**src/rtl/ocp_pkg.sv**
```systemverilog
package ocp_pkg;

  // Threshold choice handed to the current-limit reference generator.
  typedef enum logic {
    LIM_NOMINAL = 1'b0,
    LIM_REDUCED = 1'b1
  } lim_sel_e;

endpackage

```
**src/rtl/ocp_blank_timer.sv**
```systemverilog
// Counts the leading-edge blanking window of each on-time and marks the
// single clock on which the current flag is sampled.
module ocp_blank_timer #(
  parameter int BLANK_CYCLES = 12,
  localparam int BW = $clog2(BLANK_CYCLES + 2)
) (
  input  logic clk,
  input  logic rst_n,
  input  logic sw_on,
  output logic smp_stb,
  output logic live_on
);

  logic [BW-1:0] cnt_q, cnt_d;
  logic          done_q, done_d;
  logic          at_end;
  logic          tmr_en;

  assign at_end  = (cnt_q == BW'(BLANK_CYCLES));
  assign smp_stb = sw_on & ~done_q & at_end;
  assign live_on = sw_on & done_q;
  assign tmr_en  = sw_on | done_q | (cnt_q != '0);

  always_comb begin
    cnt_d  = cnt_q;
    done_d = done_q;
    if (!sw_on) begin
      cnt_d  = '0;
      done_d = 1'b0;
    end else if (!done_q) begin
      if (at_end) begin
        done_d = 1'b1;
      end else begin
        cnt_d = cnt_q + 1'b1;
      end
    end
  end

  always_ff @(posedge clk or negedge rst_n) begin
    if (!rst_n) begin
      cnt_q  <= '0;
      done_q <= 1'b0;
    end else if (tmr_en) begin
      cnt_q  <= cnt_d;
      done_q <= done_d;
    end
  end

endmodule

```
**src/rtl/ocp_skip_ctrl.sv**
```systemverilog
// Adaptive skip level and gate permit. The level moves by one on each
// sample; the pending-skip counter then withholds that many periods.
module ocp_skip_ctrl #(
  parameter int SKIP_MAX = 7,
  localparam int LVL_W = $clog2(SKIP_MAX + 1)
) (
  input  logic             clk,
  input  logic             rst_n,
  input  logic             cyc_start,
  input  logic             oc_flag,
  input  logic             smp_stb,
  input  logic             live_on,
  output logic             gate_ok,
  output logic [LVL_W-1:0] lvl
);

  localparam logic [LVL_W-1:0] LVL_TOP = LVL_W'(SKIP_MAX);

  logic [LVL_W-1:0] lvl_q, lvl_d;
  logic [LVL_W-1:0] rem_q, rem_d;
  logic             inh_q, inh_d;
  logic             upd_en;

  assign upd_en  = cyc_start | smp_stb | (live_on & oc_flag);
  assign gate_ok = ~inh_q;
  assign lvl     = lvl_q;

  always_comb begin
    lvl_d = lvl_q;
    rem_d = rem_q;
    inh_d = inh_q;
    if (smp_stb) begin
      if (oc_flag) begin
        lvl_d = (lvl_q == LVL_TOP) ? LVL_TOP : lvl_q + 1'b1;
        inh_d = 1'b1;
      end else begin
        lvl_d = (lvl_q == '0) ? '0 : lvl_q - 1'b1;
      end
      rem_d = lvl_d;
    end else if (live_on && oc_flag) begin
      inh_d = 1'b1;
    end
    if (cyc_start) begin
      if (rem_d != '0) begin
        rem_d = rem_d - 1'b1;
        inh_d = 1'b1;
      end else begin
        inh_d = 1'b0;
      end
    end
  end

  always_ff @(posedge clk or negedge rst_n) begin
    if (!rst_n) begin
      lvl_q <= '0;
      rem_q <= '0;
      inh_q <= 1'b0;
    end else if (upd_en) begin
      lvl_q <= lvl_d;
      rem_q <= rem_d;
      inh_q <= inh_d;
    end
  end

endmodule

```
**src/rtl/ocp_fold_sel.sv**
```systemverilog
// Chooses the reduced current threshold while feedback sits below the
// fold level, except during soft-start.
module ocp_fold_sel
  import ocp_pkg::*;
(
  input  logic     clk,
  input  logic     rst_n,
  input  logic     fb_low,
  input  logic     ss_active,
  output lim_sel_e sel
);

  lim_sel_e sel_q, sel_d;

  always_comb begin
    sel_d = (fb_low && !ss_active) ? LIM_REDUCED : LIM_NOMINAL;
  end

  always_ff @(posedge clk or negedge rst_n) begin
    if (!rst_n) begin
      sel_q <= LIM_NOMINAL;
    end else begin
      sel_q <= sel_d;
    end
  end

  assign sel = sel_q;

endmodule

```
**src/rtl/ocp_skip_foldback.sv**
```systemverilog
module ocp_skip_foldback
  import ocp_pkg::*;
#(
  parameter int BLANK_CYCLES = 12,
  parameter int SKIP_MAX     = 7,
  localparam int LVL_W       = $clog2(SKIP_MAX + 1)
) (
  input  logic clk,
  input  logic rst_n,
  input  logic cyc_start,
  input  logic sw_on,
  input  logic oc_flag,
  input  logic fb_low,
  input  logic ss_active,
  output logic gate_ok,
  output logic ilim_sel
);

  logic             smp_stb;
  logic             live_on;
  logic [LVL_W-1:0] skip_lvl;
  lim_sel_e         lim_sel;

  ocp_blank_timer #(
    .BLANK_CYCLES(BLANK_CYCLES)
  ) u_blank (
    .clk     (clk),
    .rst_n   (rst_n),
    .sw_on   (sw_on),
    .smp_stb (smp_stb),
    .live_on (live_on)
  );

  ocp_skip_ctrl #(
    .SKIP_MAX(SKIP_MAX)
  ) u_skip (
    .clk       (clk),
    .rst_n     (rst_n),
    .cyc_start (cyc_start),
    .oc_flag   (oc_flag),
    .smp_stb   (smp_stb),
    .live_on   (live_on),
    .gate_ok   (gate_ok),
    .lvl       (skip_lvl)
  );

  ocp_fold_sel u_fold (
    .clk       (clk),
    .rst_n     (rst_n),
    .fb_low    (fb_low),
    .ss_active (ss_active),
    .sel       (lim_sel)
  );

  assign ilim_sel = (lim_sel == LIM_REDUCED);

endmodule

```
**config.mk**
```make
export PLATFORM = sky130hd
export DESIGN_NAME = ocp_skip_foldback
export DESIGN_NICKNAME = d
export VERILOG_FILES = /design/src/rtl/ocp_pkg.sv /design/src/rtl/ocp_blank_timer.sv /design/src/rtl/ocp_skip_ctrl.sv /design/src/rtl/ocp_fold_sel.sv /design/src/rtl/ocp_skip_foldback.sv
export SDC_FILE = /design/constraint.sdc
export NUM_CORES = 1
export LEC_CHECK = 0
export BUFFER_PORTS_ARGS = -buffer_cell sky130_fd_sc_hd__buf_2
export CAP_MARGIN = 20
export CORE_MARGIN = 1.5
export CORE_UTILIZATION = 36
export DETAILED_ROUTE_END_ITERATION = 6
export PLACE_DENSITY = 0.61
export SYNTH_ARGS = -nofsm -noshare
export SYNTH_HDL_FRONTEND = slang
export SYNTH_HIERARCHICAL = 1
export SYNTH_SLANG_ARGS = --single-unit
```
**constraint.sdc**
```tcl
create_clock -name clk -period 2.45 [get_ports clk]
set_input_delay 0.1225 -clock clk [delete_from_list [all_inputs] [get_ports clk]]
set_output_delay 0.1225 -clock clk [all_outputs]
set_load 0.005 [all_outputs]
```
== Word-level counts from Yosys, hierarchy flattened ==
Cells that the tools add are included.
Word-level totals
  logic and storage cells: 53
  memory bits (read-only): 0
  bits in writable memories: 0
  input port bits: 7
  output and inout port bits: 2
  bits in latches: 0
  memories kept: 0
  bits in registers: 13
Operators by class
  multipliers: 0
  $lt $le $gt $ge: 0
  shifts and indexed selects: 0
  reduce and logical (&&, ||, !) cells: 10
  equal/unequal tests: 5
  $add $sub $neg: 4
  divide/modulo/power cells: 0
  bitwise gates (word level): 10
  muxes and demuxes: 18
Operator list (count)
  $mux 3: 6
  $mux 4: 3
  $mux 1: 9
  $reduce_and 3->1: 2
  $reduce_bool 3->1: 2
  $sub 3x1->3 const B: 2
  $add 4x1->4 const B: 1
  $and 1x1->1: 4
  $eq 4x4->1 const B: 1
  $ne 2x2->1 const B: 2
  $or 1x1->1: 4
  $reduce_bool 4->1: 1
  $add 3x1->3 const B: 1
  $eq 3x3->1 const B: 1
  $logic_not 3->1: 1
  $ne 3x3->1 const B: 1
  $logic_and 1x1->1: 2
  $not 1->1: 2
  $reduce_and 2->1: 1
  $logic_not 1->1: 1

== Logic depth before layout (Yosys ltp) ==
  word-level depth: 7
  gate-level depth with buffers: 12
  mapped depth without buffers: 11

== Hierarchy ==
Netlist, hierarchy kept.
Modules (own cells, without submodules)
  ocp_skip_ctrl: instances 1, seq. area each 175.2 µm², area an instance 476.7 µm², cells each 46
  ocp_blank_timer: instances 1, seq. area each 125.1 µm², area an instance 286.5 µm², cells each 30
  ocp_fold_sel: instances 1, seq. area each 25.0 µm², area an instance 38.8 µm², cells each 2

== Worst setup path before layout ==
OpenSTA, ideal clock, no wires.
  path type: register to register
  start: reg u_blank.cnt_q[0]
  end: reg u_skip.rem_q[1]
  arrival: 1918 ps
  library setup time: 79 ps
  cell stages (with the launch flop): 12
  path buffers: 1
  period minus slack after synthesis: 1997 ps
  required time: 2371 ps
  setup slack: 453 ps
  path through: dfrtp_1 inv_1 ha_1 nand2_1 nor2_1 buf_2 o221ai_1 o21ai_1 ha_1 ha_1 nand2b_1 mux2i_1
On the way
  longest elaborated chain between the ends: 6
  elaborated cells between the ends (all ways): 9
  classes of those cells: add/sub: 1; eq/ne: 1; mux: 3; bitwise: 3; reduce/logical: 1
Ends and longest elaborated chain
  start, declared: RTL line ocp_blank_timer.sv:14  | logic [BW-1:0] cnt_q, cnt_d;
  start signal, assigned: RTL line ocp_blank_timer.sv:44  | cnt_q <= cnt_d;
  $eq 4x4->1 *: RTL line ocp_blank_timer.sv:19  | assign at_end = (cnt_q == BW'(BLANK_CYCLES));
  $and 1x1->1 *: RTL line ocp_blank_timer.sv:20  | assign smp_stb = sw_on & ~done_q & at_end;
  via smp_stb: RTL line ocp_skip_foldback.sv:19  | logic smp_stb;
  $mux 3: RTL line ocp_skip_ctrl.sv:32  | if (smp_stb) begin
  $sub 3x1->3 or $reduce_bool 3->1 (tied branches): RTL line ocp_skip_ctrl.sv:45, ocp_skip_ctrl.sv:44
  $mux 3: RTL line ocp_skip_ctrl.sv:44  | if (rem_d != '0) begin
  $mux 3: RTL line ocp_skip_ctrl.sv:43  | if (cyc_start) begin
  end signal, assigned: RTL line ocp_skip_ctrl.sv:60  | rem_q <= rem_d;
  end, declared: RTL line ocp_skip_ctrl.sv:20  | logic [LVL_W-1:0] rem_q, rem_d;
The timed path passes the listed nets; every way through them passes the cells marked *.
A chain may end at the register's enable or synchronous reset.

== Worst setup path after layout ==
Ends and elaborated chain as after synthesis.

==> metrics.cfg <==
[worst_setup_path]
cp_max_fo = 10
crit_buf_inv = 2
crit_required_ns = 2.65
cp-end-kind = flip-flop
path_cells = inv_1, ha_1, nand2_1, nor2_1, buf_4, o221ai_1, o21ai_1, ha_1, ha_1, nand2b_1, mux2i_1
crit_slowest_cell = dfrtp_1
crit_top_cell = ha_1
criticalPathCategory = flip-flop to flip-flop
cp.arrival_ns = 2.37
critPathMaxStageDelay_ns = 0.45
path_delay_family = adder cells
crit_path_start_kind = flip-flop

[floorplan]
ios = 9
initial_utilization_pct = 39.7
rows = 16
coreArea_sq_um = 2020
fp.dieW_microns = 50.2
dieArea_sq_um = 2520
die_h_microns = 50.2

[sta]
final.setup.tns_ns = 0
clock.fmax_ghz = 0.462
setup_ws_ns = 0.285
drv_slew = 0
tightestPinTransition_ns = 0.290
rsz0062_at_grt = false
period_needed_ns = 2.16
final_hold_viol_count = 0
finalCritPeriodShare_pct = 88.4
final.setup_skew_ns = 0.00501
slew_headroom_pct = 80.7
finalSetupViolations = 0
whs_ns = 0.0781

[drt]
vias = 588
finalWirelength_mm = 1.43
wl_per_cell_microns = 12.0
firstDrtPassIters = 4
ant_nets = 0
viasPerCell = 4.94
dr.first_iter.drc_count = 8
drc = 0

[run_status]
status = finished, final reports clean

[clocking]
cts_buffer_depth = 2
cts_root_buffer = clkbuf_4
cts_made_buffers = 3
cts_num_sinks = 13
ctsResizeCount = 0
cts_tree = done
clk_latency_ns = 0.27
cts.clk_slew.worst_paths_ns = 0.08
htree_levels = 1

[layout]
drive_above_1_share_pct = 20.7
fin_util_pct = 45.7
regArea_sq_um = 325
area_growth_pct = 15.3
diodes = 0
multi_input_area_sq_um = 434
nets = 109
fillers = 209

[placed_design]
pre_cts_ws_ns = 0.301
port_buffers = 8
gp_congestion = 0.765
hpwl_mm = 1.08

[yosys]
synth_cells = 78
synth_top_area_cell = dfrtp_1
yosysWarnings = 6
synthTopCellsByArea = dfrtp_1, ha_1, inv_1
synth_area_sq_um = 802
synth_edf_count = 0
synth_ff_type = dfrtp_1
synth-seq-cells = 13
synth_cell_types = 31
yosysSeqAreaShare_pct = 40.6
syn-num-nets = 94
synth_top_area_share_pct = 40.6
synth-async-reset-ratio_pct = 100
avgSynthCellArea_sq_um = 10.3

[global_routing]
antenna_found_initial = 0
grt_overflow_total = 0
grt_pass1_vias = 592
track_usage_pct = 13.4
grt_max_degree = 14
grt_pass1_wl_mm = 2.53

[hold_path]
hold_class = input port to flip-flop

[pwr]
power.density_nw_per_um2 = 677
p_leak_nw = 0.451
worst_ir_drop_vdd_v = 0.000442

[flow_run]
drv_cap = 0

## layout make-up
class,count,share of cell area (%)
Clock buffer,4,2.84
Sequential cell,13,35.2
Multi-Input combinational cell,54,47.0
Tap cell,27,3.65
Inverter,10,4.06
Timing Repair Buffer,11,7.31
## final timing paths
path | startpoint | depth (start not counted) | slack [ns] | endpoint
worst min register to register | u_skip/lvl[1]$_DFFE_PN0P_ | 1 | 0.52 | u_skip/lvl[1]$_DFFE_PN0P_
worst max register to register | u_blank/cnt_q[0]$_DFFE_PN0P_ | 11 | 0.29 | u_skip/rem_q[1]$_DFFE_PN0N_
worst max-delay path | u_blank/cnt_q[0]$_DFFE_PN0P_ | 11 | 0.29 | u_skip/rem_q[1]$_DFFE_PN0N_
max in group asynchronous | rst_n | 2 | 1.97 | u_blank/cnt_q[2]$_DFFE_PN0P_
min in group asynchronous | rst_n | 2 | 0.26 | u_skip/inh_q$_DFFE_PN0P_
worst min-delay path | fb_low | 2 | 0.08 | u_fold/sel$_DFF_PN0_
## synthesized netlist by cell type (all sizes together) (2+ instances only)
library cell / number
dfrtp: 13
inv: 10
ha: 9
o21ai: 7
nand2: 4
nor2b: 4
a31oi: 3
mux2i: 3
nor2: 3
o21a: 3
a21o: 2
a22oi: 2
nor3: 2
## kinds of logic (layout without fill, tap and decap cells)
kind of cell             Yosys count  in the layout  synth area share [%]
multiplexers                       3              3                  3.74
flip-flops                        13             13                  40.6
XOR/XNOR                           1              1                  1.09
AO/OA/AOI/OAI                     21             21                  19.8
adder cells (fa/ha/maj)            9              9                  14.0
buffers and inverters             11             25                  5.30
AND/OR/NAND/NOR                   20             20                  15.4
## timing repair
item	CTS	global route
hold buffers	1	1
buffers inserted	0	0
endpoints found under the hold margin	13	1
## stage by stage
step                cells  instance area [sq um]  power, mW
floorplan              78                    802      0.439
global placement      113                    878      0.490
detailed placement    113                    878      0.495
CTS                   118                    915      0.636
global route          119                    925      0.683
finish                119                    925      0.626
## metal layers
metal / global-route usage (%) / share of wire [%] / routed length, microns / up-vias
met4: 6.94 / 0.98 / 14 / 0
met2: 21.3 / 48 / 682 / 11
met1: 16.9 / 48 / 686 / 274
met5: 0 / 0 / 0 / -
met3: 2.98 / 3.3 / 47 / 2
li1: - / - / - / 301
## registers in the layout, summed over array words and instances, names as in the netlist
register and count:
u_skip/lvl 3, u_fold/sel 1, u_blank/done_q 1, u_skip/inh_q 1, u_blank/cnt_q 4, u_skip/rem_q 3
## report_power, final
| group | switching [mW] | internal [mW] |
|---|---|---|
| clock network | 0.0703 | 0.0630 |
| registers | 0.0317 | 0.259 |
| logic | 0.106 | 0.0970 |
## cell usage in the layout, fill, tap and decap left out, types with 2 or more instances in the layout
cell and count:
nor2b_1 3, nor3_1 2, a22oi_1 2, o21ai_2 2
inv_1 10, nand2_1 4, a31oi_1 2, o21ai_1 2
o21a_1 3, o21ai_0 3, buf_2 8, dfrtp_1 13
dlygate4sd3_1 2, mux2i_1 3, ha_1 9, clkbuf_4 3
a21o_1 2, nor2_1 2
Power figures use the tool's default switching activity.
